### config.mk
export PLATFORM = sky130hd
export DESIGN_NAME = sram_vmux_ctrl
export DESIGN_NICKNAME = d
export VERILOG_FILES = /design/src/rtl/sram_vmux_pkg.sv /design/src/rtl/sram_vmux_timer.sv /design/src/rtl/sram_vmux_seq.sv /design/src/rtl/sram_vmux_bus.sv /design/src/rtl/sram_vmux_ctrl.sv
export SDC_FILE = /design/constraint.sdc
export NUM_CORES = 1
export LEC_CHECK = 0
export ABC_AREA = 1
export BUFFER_PORTS_ARGS = -buffer_cell sky130_fd_sc_hd__buf_2
export CAP_MARGIN = 20
export CORE_MARGIN = 2
export CORE_UTILIZATION = 45
export CTS_BUF_LIST = sky130_fd_sc_hd__clkbuf_16
export DETAILED_ROUTE_END_ITERATION = 10
export PLACE_DENSITY_LB_ADDON = 0.25
export SLEW_MARGIN = 20
export SYNTH_ARGS = -nofsm -noshare
export SYNTH_HDL_FRONTEND = slang
export SYNTH_SLANG_ARGS = --single-unit
### constraint.sdc
create_clock -name clk -period 1.6 [get_ports clk]
set_input_delay 0.16 -clock clk [delete_from_list [all_inputs] [get_ports clk]]
set_output_delay 0.16 -clock clk [all_outputs]
set_load 0.01 [all_outputs]
### src/rtl/sram_vmux_pkg.sv
// Package: shared state encoding for the SRAM controller sequencer.
// Assumes: one access in flight at a time.
package sram_vmux_pkg;
    typedef enum logic [1:0] {
        ST_IDLE  = 2'd0,
        ST_READ  = 2'd1,
        ST_WRITE = 2'd2,
        ST_TURN  = 2'd3
    } seq_state_t;
endpackage

### src/rtl/sram_vmux_timer.sv
// Module: loadable down-counter that marks the last cycle of a timed phase.
// Assumes: load has priority; the counter rests at zero once it is exhausted.
module sram_vmux_timer #(
    parameter int CNT_W = 2
) (
    input  logic             clk,
    input  logic             rst_n,
    input  logic             load,
    input  logic [CNT_W-1:0] load_val,
    output logic             zero
);
    logic [CNT_W-1:0] cnt_q;

    // Counter: load on a new phase, otherwise count down to zero and stay.
    always_ff @(posedge clk) begin
        if (!rst_n)            cnt_q <= '0;
        else if (load)         cnt_q <= load_val;
        else if (cnt_q != '0)  cnt_q <= cnt_q - 1'b1;
    end

    assign zero = (cnt_q == '0);
endmodule

### src/rtl/sram_vmux_seq.sv
// Module: access sequencer. Decides the phase of each access and registers
// the select, strobe, output-enable and driver-enable controls.
// Assumes: WR_CLKS >= 2 and RD_CLKS >= 1 (the top clamps them).
module sram_vmux_seq
    import sram_vmux_pkg::*;
#(
    parameter int WR_CLKS = 2,
    parameter int RD_CLKS = 3,
    parameter int CNT_W   = 2
) (
    input  logic             clk,
    input  logic             rst_n,
    input  logic             req_valid,
    input  logic             req_write,
    input  logic             tmr_zero,
    output logic             tmr_load,
    output logic [CNT_W-1:0] tmr_val,
    output logic             accept,
    output logic             idle,
    output logic             sample_stb,
    output logic             sel_act,
    output logic             wr_act,
    output logic             rd_act,
    output logic             drv_act
);
    localparam logic [CNT_W-1:0] WR_LOAD = CNT_W'(WR_CLKS - 1);
    localparam logic [CNT_W-1:0] RD_LOAD = CNT_W'(RD_CLKS - 1);

    seq_state_t state_q, state_d;

    assign idle       = (state_q == ST_IDLE);
    assign accept     = idle && req_valid;
    assign tmr_load   = accept;
    assign tmr_val    = req_write ? WR_LOAD : RD_LOAD;
    assign sample_stb = (state_q == ST_READ) && tmr_zero;

    // Next-state: idle -> read/write -> (turn after write) -> idle.
    always_comb begin
        state_d = state_q;
        case (state_q)
            ST_IDLE:  if (req_valid) state_d = req_write ? ST_WRITE : ST_READ;
            ST_READ:  if (tmr_zero)  state_d = ST_IDLE;
            ST_WRITE: if (tmr_zero)  state_d = ST_TURN;
            default:                 state_d = ST_IDLE;
        endcase
    end

    // State and pin controls, registered from the next state so pins are glitch-free.
    always_ff @(posedge clk) begin
        if (!rst_n) begin
            state_q <= ST_IDLE;
            sel_act <= 1'b0;
            wr_act  <= 1'b0;
            rd_act  <= 1'b0;
            drv_act <= 1'b0;
        end else begin
            state_q <= state_d;
            sel_act <= (state_d == ST_READ) || (state_d == ST_WRITE);
            wr_act  <= (state_d == ST_WRITE);
            rd_act  <= (state_d == ST_READ);
            drv_act <= (state_q == ST_WRITE) && (state_d == ST_WRITE);
        end
    end

    AST_OE_HIGH_IN_WRITE: assert property (@(posedge clk) disable iff (!rst_n)
        wr_act |-> !rd_act);
    AST_DRV_INSIDE_STROBE: assert property (@(posedge clk) disable iff (!rst_n)
        drv_act |-> (wr_act && sel_act));
    AST_DRV_AFTER_STROBE: assert property (@(posedge clk) disable iff (!rst_n)
        $rose(drv_act) |-> $past(wr_act));
    AST_TURN_DESELECT: assert property (@(posedge clk) disable iff (!rst_n)
        $fell(wr_act) |-> (!sel_act && !idle));
    AST_READY_DROPS: assert property (@(posedge clk) disable iff (!rst_n)
        accept |=> !idle);
    AST_READ_WINDOW: assert property (@(posedge clk) disable iff (!rst_n)
        sample_stb |-> (rd_act && sel_act));
endmodule

### src/rtl/sram_vmux_bus.sv
// Module: address/data path. Maps the request address onto the address bus,
// the vector bit and the source-select pin, holds write data, captures reads.
// Assumes: accept and sample_stb never occur in the same cycle.
module sram_vmux_bus #(
    parameter int ADDR_W = 16,
    parameter int DATA_W = 24
) (
    input  logic              clk,
    input  logic              rst_n,
    input  logic              accept,
    input  logic              req_vec,
    input  logic [ADDR_W-1:0] req_addr,
    input  logic [DATA_W-1:0] req_wdata,
    input  logic              sample_stb,
    input  logic [DATA_W-1:0] mem_dq_in,
    output logic [ADDR_W-1:0] mem_addr,
    output logic              mem_vec_bit,
    output logic              mem_top_src,
    output logic [DATA_W-1:0] mem_dq_out,
    output logic              rsp_valid,
    output logic [DATA_W-1:0] rsp_data
);
    localparam int TOP = ADDR_W - 1;

    // Address mapping: in vector mode the top bit leaves on the vector line.
    always_ff @(posedge clk) begin
        if (!rst_n) begin
            mem_addr    <= '0;
            mem_vec_bit <= 1'b0;
            mem_top_src <= 1'b0;
            mem_dq_out  <= '0;
        end else if (accept) begin
            mem_top_src <= req_vec;
            mem_dq_out  <= req_wdata;
            if (req_vec) begin
                mem_addr    <= {1'b0, req_addr[TOP-1:0]};
                mem_vec_bit <= req_addr[TOP];
            end else begin
                mem_addr    <= req_addr;
                mem_vec_bit <= 1'b0;
            end
        end
    end

    // Read capture: latch the bus on the sample edge and pulse valid once.
    always_ff @(posedge clk) begin
        if (!rst_n) begin
            rsp_valid <= 1'b0;
            rsp_data  <= '0;
        end else begin
            rsp_valid <= sample_stb;
            if (sample_stb) rsp_data <= mem_dq_in;
        end
    end

    AST_RSP_ONE_CYCLE: assert property (@(posedge clk) disable iff (!rst_n)
        rsp_valid |=> !rsp_valid);
    AST_RSP_DATA_HELD: assert property (@(posedge clk) disable iff (!rst_n)
        !$past(sample_stb) |-> $stable(rsp_data));
endmodule

### src/rtl/sram_vmux_ctrl.sv
// Module: top of the asynchronous SRAM controller. Joins the sequencer,
// phase timer and address/data path and maps controls to pin polarities.
// Assumes: the pad ring resolves mem_dq_out/mem_dq_oe/mem_dq_in to one bus.
module sram_vmux_ctrl #(
    parameter int ADDR_W         = 16,
    parameter int DATA_W         = 24,
    parameter int WR_PULSE_CLKS  = 2,
    parameter int RD_SAMPLE_CLKS = 3
) (
    input  logic              clk,
    input  logic              rst_n,
    input  logic              req_valid,
    output logic              req_ready,
    input  logic              req_write,
    input  logic              req_vec,
    input  logic [ADDR_W-1:0] req_addr,
    input  logic [DATA_W-1:0] req_wdata,
    output logic              rsp_valid,
    output logic [DATA_W-1:0] rsp_data,
    output logic              mem_sel_n,
    output logic              mem_sel_hi,
    output logic              mem_wr_n,
    output logic              mem_out_en_n,
    output logic [ADDR_W-1:0] mem_addr,
    output logic              mem_vec_bit,
    output logic              mem_top_src,
    output logic [DATA_W-1:0] mem_dq_out,
    output logic              mem_dq_oe,
    input  logic [DATA_W-1:0] mem_dq_in
);
    localparam int WR_CLKS = (WR_PULSE_CLKS < 2) ? 2 : WR_PULSE_CLKS;
    localparam int RD_CLKS = (RD_SAMPLE_CLKS < 1) ? 1 : RD_SAMPLE_CLKS;
    localparam int MAX_CLKS = (WR_CLKS > RD_CLKS) ? WR_CLKS : RD_CLKS;
    localparam int CNT_W = (MAX_CLKS < 2) ? 1 : $clog2(MAX_CLKS);

    logic             tmr_load, tmr_zero, accept, idle, sample_stb;
    logic             sel_act, wr_act, rd_act, drv_act;
    logic [CNT_W-1:0] tmr_val;

    sram_vmux_timer #(.CNT_W(CNT_W)) timer_i (
        .clk(clk), .rst_n(rst_n), .load(tmr_load), .load_val(tmr_val), .zero(tmr_zero)
    );

    sram_vmux_seq #(.WR_CLKS(WR_CLKS), .RD_CLKS(RD_CLKS), .CNT_W(CNT_W)) seq_i (
        .clk(clk), .rst_n(rst_n), .req_valid(req_valid), .req_write(req_write),
        .tmr_zero(tmr_zero), .tmr_load(tmr_load), .tmr_val(tmr_val),
        .accept(accept), .idle(idle), .sample_stb(sample_stb),
        .sel_act(sel_act), .wr_act(wr_act), .rd_act(rd_act), .drv_act(drv_act)
    );

    sram_vmux_bus #(.ADDR_W(ADDR_W), .DATA_W(DATA_W)) bus_i (
        .clk(clk), .rst_n(rst_n), .accept(accept), .req_vec(req_vec),
        .req_addr(req_addr), .req_wdata(req_wdata), .sample_stb(sample_stb),
        .mem_dq_in(mem_dq_in), .mem_addr(mem_addr), .mem_vec_bit(mem_vec_bit),
        .mem_top_src(mem_top_src), .mem_dq_out(mem_dq_out),
        .rsp_valid(rsp_valid), .rsp_data(rsp_data)
    );

    // Pin polarity: both selects follow one control so they never disagree.
    assign req_ready    = idle;
    assign mem_sel_n    = ~sel_act;
    assign mem_sel_hi   = sel_act;
    assign mem_wr_n     = ~wr_act;
    assign mem_out_en_n = ~rd_act;
    assign mem_dq_oe    = drv_act;

    AST_ADDR_HOLD: assert property (@(posedge clk) disable iff (!rst_n)
        (!req_ready && $past(!req_ready)) |->
        ($stable(mem_addr) && $stable(mem_top_src) && $stable(mem_vec_bit)));
    AST_NO_DRIVE_ON_READ: assert property (@(posedge clk) disable iff (!rst_n)
        mem_dq_oe |-> (mem_out_en_n && $past(mem_out_en_n)));
endmodule

==> results of run 1 <==
## worst reg2reg max path, cell delays in order, from the launching register on
cell and delay, ns:
dfxtp_1 0.46, buf_4 0.34, nand3_4 0.30, nand2_1 0.15
a21oi_1 0.07
## cells in the mapped netlist
library cell / number / area, um2
a21oi_1: 28 / 140
buf_2: 6 / 30.0
buf_4: 5 / 37.5
buf_6: 6 / 67.6
clkbuf_1: 8 / 30.0
dfxtp_1: 75 / 1500
ha_1: 3 / 37.5
inv_1: 15 / 56.3
inv_2: 1 / 3.75
inv_4: 1 / 6.26
nand2_1: 43 / 161
nand2_4: 1 / 11.3
nand3_1: 3 / 15.0
nand3_4: 1 / 17.5
nand3b_1: 1 / 7.51
nand4_1: 24 / 150
nor2_1: 86 / 323
nor2_8: 1 / 20.0
o21ai_0: 30 / 150
o21ai_1: 11 / 55.1
## kinds of logic after synthesis
logic type / after synthesis
and+or+nand+nor: 160
buffers and inverters: 42
AOI/OAI and AO/OA: 69
DFF: 75
adders and majority gates: 3
## through the flow
step                power (W)  cells  hold slack (ns)  utilization [%]
finish                0.00532    561           0.0774             63.2
global placement      0.00350    546            0.396             58.6
detailed placement    0.00352    546            0.401             58.6
global route          0.00564    561           0.0870             63.2
floorplan             0.00314    349            0.277                -
CTS                   0.00539    561           0.0722             63.2
## area by class of cell
class | instances | area share [%]
Clock buffer | 9 | 5.94
Multi-Input combinational cell | 232 | 28.7
Sequential cell | 75 | 39.6
Timing Repair Buffer | 147 | 20.1
Tap cell | 75 | 2.48
Inverter | 17 | 1.75
Clock inverter | 6 | 1.32
## power groups by stage
stage | clock (W) | sequential, W | combinational [W]
floorplan | 0 | 0.00237 | 0.000763
global placement | 0 | 0.00227 | 0.00123
detailed placement | 0 | 0.00228 | 0.00125
CTS | 0.00190 | 0.00224 | 0.00125
global route | 0.00198 | 0.00227 | 0.00140
finish | 0.00185 | 0.00224 | 0.00123
## cell usage in the layout (no fill, tap or decap)
cell type  Yosys  final
a21oi_1       28     28
buf_12         0      1
buf_2          6    141
buf_4          5      5
bufinv_16      0      1
clkbuf_16      0      9
clkinv_1       0      2
clkinv_2       0      1
dfxtp_1       75     75
ha_1           3      3
inv_1         15     17
inv_2          1      1
inv_4          1      1
nand2_1       43     43
nand2_4        1      1
nand3_1        3      3
nand3_4        1      1
nand3b_1       1      1
nand4_1       24     24
nor2_1        86     86
nor2_8         1      1
o21ai_0       30     30
o21ai_1       11     11
## worst min path at each step
stage	slack [ns]	from	cells after the start	end
finish	0.08	req_addr[2]	3	bus_i.mem_addr[2]
global route	0.09	req_wdata[22]	3	bus_i.mem_dq_out[22]
detailed placement	0.40	req_wdata[8]	3	bus_i.mem_dq_out[8]
global placement	0.40	req_wdata[22]	3	bus_i.mem_dq_out[22]
CTS	0.07	req_wdata[8]	3	bus_i.mem_dq_out[8]
floorplan	0.28	rst_n	2	seq_i.wr_act
## metal layers
layer,up-vias,GRT usage (%)
met5,-,0
met2,88,32.3
li1,1416,-
met4,0,9.09
met1,1174,21.2
met3,15,5.47
## registers in the layout, summed over array words and instances (netlist names)
signal	cells
bus_i.mem_dq_out	24
seq_i.sel_act	1
seq_i.state_q	2
bus_i.mem_vec_bit	1
seq_i.wr_act	1
bus_i.rsp_data	24
seq_i.rd_act	1
bus_i.mem_top_src	1
seq_i.drv_act	1
timer_i.cnt_q	2
bus_i.rsp_valid	1
bus_i.mem_addr	16
==> reports/qor.yml, run 1 <==
worst_setup_path:
  r2r_start: "seq_i.state_q[0]"
  end_kind: "flop"
  worstPathCellList: "buf_4 > nand3_4 > nand2_1 > a21oi_1"
  r2r_end: "bus_i.rsp_data[19]"
  cp_num_buf_inv: 1
  worst_path_largest_cell_delay_ns: 0.46
  crit_end: "bus_i.rsp_data[19]"
  crit_type: "flop to flop"
  arrival_ns: 1.63
  reg2reg_depth: 4
  crit_start: "seq_i.state_q[0]"
  cp_top_family: "flip-flops"
  cp-start-kind: "flop"
  reg2reg_slack_ns: 0.16
  cp.required_ns: 1.79
  crit_cells: 4
  cp_slowest_cell: "dfxtp_1"
  critical_path.max_fanout: 25
route:
  drc: 0
  met2_length_um: 3170
  m1WireLength_um: 2770
  viasPerCell: 4.80
  ant_nets: 0
  first_pass_iters: 4
  dr.first_iter.drc_count: 122
  drt-total-wl_um: 6490
  wl_per_cell_um: 11.6
  vias: 2693
  top_layer: "met4"
  route.met3.wl_um: 432
synth:
  synthAdderAreaFrac_pct: 1.33
  synth_compound_area_share_pct: 12.2
  muxShareOfSynthArea_pct: 0
  synth-xor-area-share_pct: 0
  synth_area_um2: 2820
  ys_types: 20
  synth_nets: 421
  synth_top_family_by_area: "simple AND/OR/NAND/NOR gates"
  syn_avg_cell_area_um2: 8.08
  yosysWarnings: 0
  syn-instance-count: 349
  yosys.area_share.simple_pct: 25.0
  ys_seq_area_share_pct: 53.2
  ys_ff_latch: 75
clock_tree:
  cts_tree: "yes"
  cts_buffer_depth: 2
  cts_setup_buffers: 0
  ctsHtreeMaxLevel: 3
  cts.sinks: 75
  ctsHoldBuffers: 0
  cts.clk_slew.worst_paths_ns: 0.05
  cts_root_buffer: "clkbuf_16"
  cts-buffers-inserted: 9
  clk_latency_ns: 0.32
  post_cts_resized: 0
final_layout:
  regArea_um2: 1500
  antenna_cells: 0
  drive_gt1_share_pct: 33.5
  area_delta_synth_final_pct: 34.3
  nets: 554
  final_area_um2: 3790
  fill_cells: 537
  multi_input_area_um2: 1090
grt:
  antenna_found_initial: 0
  grt_pass1_wl_um: 10700
  grt-ovfl-total: 0
  grtUsageTotal_pct: 18.7
  grt_max_degree: 44
  grt_pass1_vias: 2498
place:
  place_congestion: 0.758
  portBuffers: 141
  pre_cts_slack_ns: 0.156
  placed_area_um2: 3510
  hpwl_um: 4580
power:
  p_int_w: 0.00377
  p_clk_share_pct: 34.8
  power_density_nw_per_um2: 1410
  p_switching_w: 0.00156
  pwr-share-seq_pct: 42.1
  vdd_drop_max_mv: 0.842
  power_leakage_nw: 1.87
  switching_share_pct: 29.3
  power_frac_comb_pct: 23.1
timing:
  finalMaxSlewViolations: 0
  clock_skew_ns: 0.00583
  worst_pin_slew_ns: 0.405
  min_period_over_period_pct: 89.9
  period_needed_ns: 1.44
  relSlewSlack_pct: 73.0
  rsz0062_at_grt: "false"
  setup_ws_ns: 0.162
  setup_viol: 0
  finalHoldViolCount: 0
  max_freq_ghz: 0.695
  setup_tns_ns: 0
floorplanning:
  die_w_um: 83.2
  die_area_um2: 6920
  coreArea_um2: 5990
  start_util_pct: 47.1
  io_pins: 142
  die_h_um: 83.2
  placementRows: 28
flow_run:
  cap_violations: 0
status:
  outcome: "complete, no violations"
worst_hold_path:
  hp-class: "input port to flop"
Power figures use the tool's default switching activity.
==> inputs of run 2 (changes only) <==
- CORE_MARGIN: 2 -> not set
==> reports/qor.yml, run 2 (same netlist as run 1, synthesis figures left out) <==
grt:
  grt-ovfl-total: 0
  grt_max_degree: 44
  grtUsageTotal_pct: 20.6
  antenna_found_initial: 0
  grt_pass1_vias: 2358
  grt_pass1_wl_um: 10300
clock_tree:
  post_cts_resized: 0
  cts.clk_slew.worst_paths_ns: 0.06
  cts_tree: "yes"
  cts_buffer_depth: 2
  cts.sinks: 75
  clk_latency_ns: 0.33
  cts_root_buffer: "clkbuf_16"
  ctsHoldBuffers: 0
  cts_setup_buffers: 0
  ctsHtreeMaxLevel: 3
  cts-buffers-inserted: 9
power:
  power_frac_comb_pct: 23.1
  switching_share_pct: 30.5
  p_int_w: 0.00381
  vdd_drop_max_mv: 0.910
  power_leakage_nw: 1.87
  pwr-share-seq_pct: 40.9
  p_switching_w: 0.00167
  p_total_w: 0.00547
  power_density_nw_per_um2: 1440
  p_clk_share_pct: 36.0
floorplanning:
  start_util_pct: 47.1
  die_w_um: 81.2
  die_area_um2: 6590
  placementRows: 28
  io_pins: 142
  die_h_um: 81.2
  coreArea_um2: 5990
timing:
  worst_pin_slew_ns: 0.392
  finalMaxSlewViolations: 0
  min_period_over_period_pct: 92.4
  setup_viol: 0
  setup_tns_ns: 0
  finalHoldViolCount: 0
  clock_skew_ns: 0.00328
  relSlewSlack_pct: 73.9
  max_freq_ghz: 0.676
  hold_ws_ns: 0.0671
  period_needed_ns: 1.48
  rsz0062_at_grt: "false"
route:
  wl_per_cell_um: 12.1
  first_pass_iters: 4
  vias: 2753
  ant_nets: 0
  drc: 0
  viasPerCell: 4.88
  dr.first_iter.drc_count: 107
  drt-total-wl_um: 6810
final_layout:
  area_delta_synth_final_pct: 35.0
  reg.largest.list: "bus_i.mem_dq_out x24, bus_i.rsp_data x24, bus_i.mem_addr x16"
  nets: 556
  final_common_cell: "buf_2"
  multi_input_area_um2: 1090
  final_area_um2: 3810
  fin_util_pct: 63.6
  fill_cells: 541
  drive_gt1_share_pct: 34.8
  regArea_um2: 1500
  layout_common_cells: "buf_2, nor2_1, dfxtp_1"
  antenna_cells: 0
status:
  outcome: "complete, no violations"
worst_setup_path:
  reg2reg_depth: 4
  crit_type: "flop to flop"
  worstPathCellList: "buf_4 > nand3_4 > nand2_1 > a21oi_1"
  critical_path.max_fanout: 25
  cp_slowest_cell: "dfxtp_1"
  cp.required_ns: 1.80
  cp-start-kind: "flop"
  arrival_ns: 1.68
  worst_path_largest_cell_delay_ns: 0.47
  end_kind: "flop"
place:
  placed_area_um2: 3520
  hpwl_um: 4560
  portBuffers: 141
  place_congestion: 0.763
flow_run:
  cap_violations: 0
worst_hold_path:
  min_path_cells: 3
  hp-class: "input port to flop"
==> run 2: cell count changes in the layout (fill, tap and decap cells not counted) <==
| cell | change |
|---|---|
| clkinv_1 | -2 |
| inv_1 | -2 |
| clkinvlp_4 | +2 |
| clkinv_4 | +1 |
| buf_12 | -1 |
| buf_4 | +3 |
| clkinv_2 | +2 |
==> run 2: power by group through the flow <==
stage	combinational [W]	clock [W]	sequential, W
after global placement	0.00124	0	0.00227
final	0.00127	0.00197	0.00224
after global routing	0.00141	0.00210	0.00227
after floorplan	0.000763	0	0.00237
after detailed placement	0.00127	0	0.00228
after CTS	0.00127	0.00201	0.00224
==> run 2: area by class of cell <==
cell class | count | area share (%)
multi-input combinational | 232 | 28.6
tap | 75 | 2.46
timing repair buffer | 149 | 20.1
clock inverter | 7 | 1.81
clock buffer | 9 | 5.91
inverter | 17 | 1.74
sequential | 75 | 39.4
==> run 2: critical path, delay by kind of cell (launching register included) <==
family	cells	cell delay, ns
flip-flops	1	0.47
AND/OR/NAND/NOR	2	0.45
buffers and inverters	1	0.35
AO/OA/AOI/OAI	1	0.07
==> run 2: worst paths after layout <==
path / startpoint / to / slack [ns]
min reg2reg: bus_i.rsp_data[9] / bus_i.rsp_data[9] / 0.45
min: req_addr[0] / bus_i.mem_addr[0] / 0.07
max: seq_i.state_q[0] / bus_i.rsp_data[6] / 0.12
max reg2reg: seq_i.state_q[0] / bus_i.rsp_data[6] / 0.12
==> run 2: through the flow <==
| step | instances | setup slack [ns] |
|---|---|---|
| after global routing | 564 | 0.00341 |
| final | 564 | 0.121 |
| after detailed placement | 548 | 0.146 |
| after global placement | 548 | 0.205 |
| after floorplan | 349 | 0.183 |
| after CTS | 564 | 0.127 |
==> run 2: layer usage <==
metal	wire length, um	global-route usage, %	share of wire [%]	vias to the layer above
li1	-	-	-	1414
met5	0	0	0	-
met4	140	10.2	2.1	0
met3	420	7.75	6.2	12
met2	3250	34.6	48	80
met1	3010	22.8	44	1247
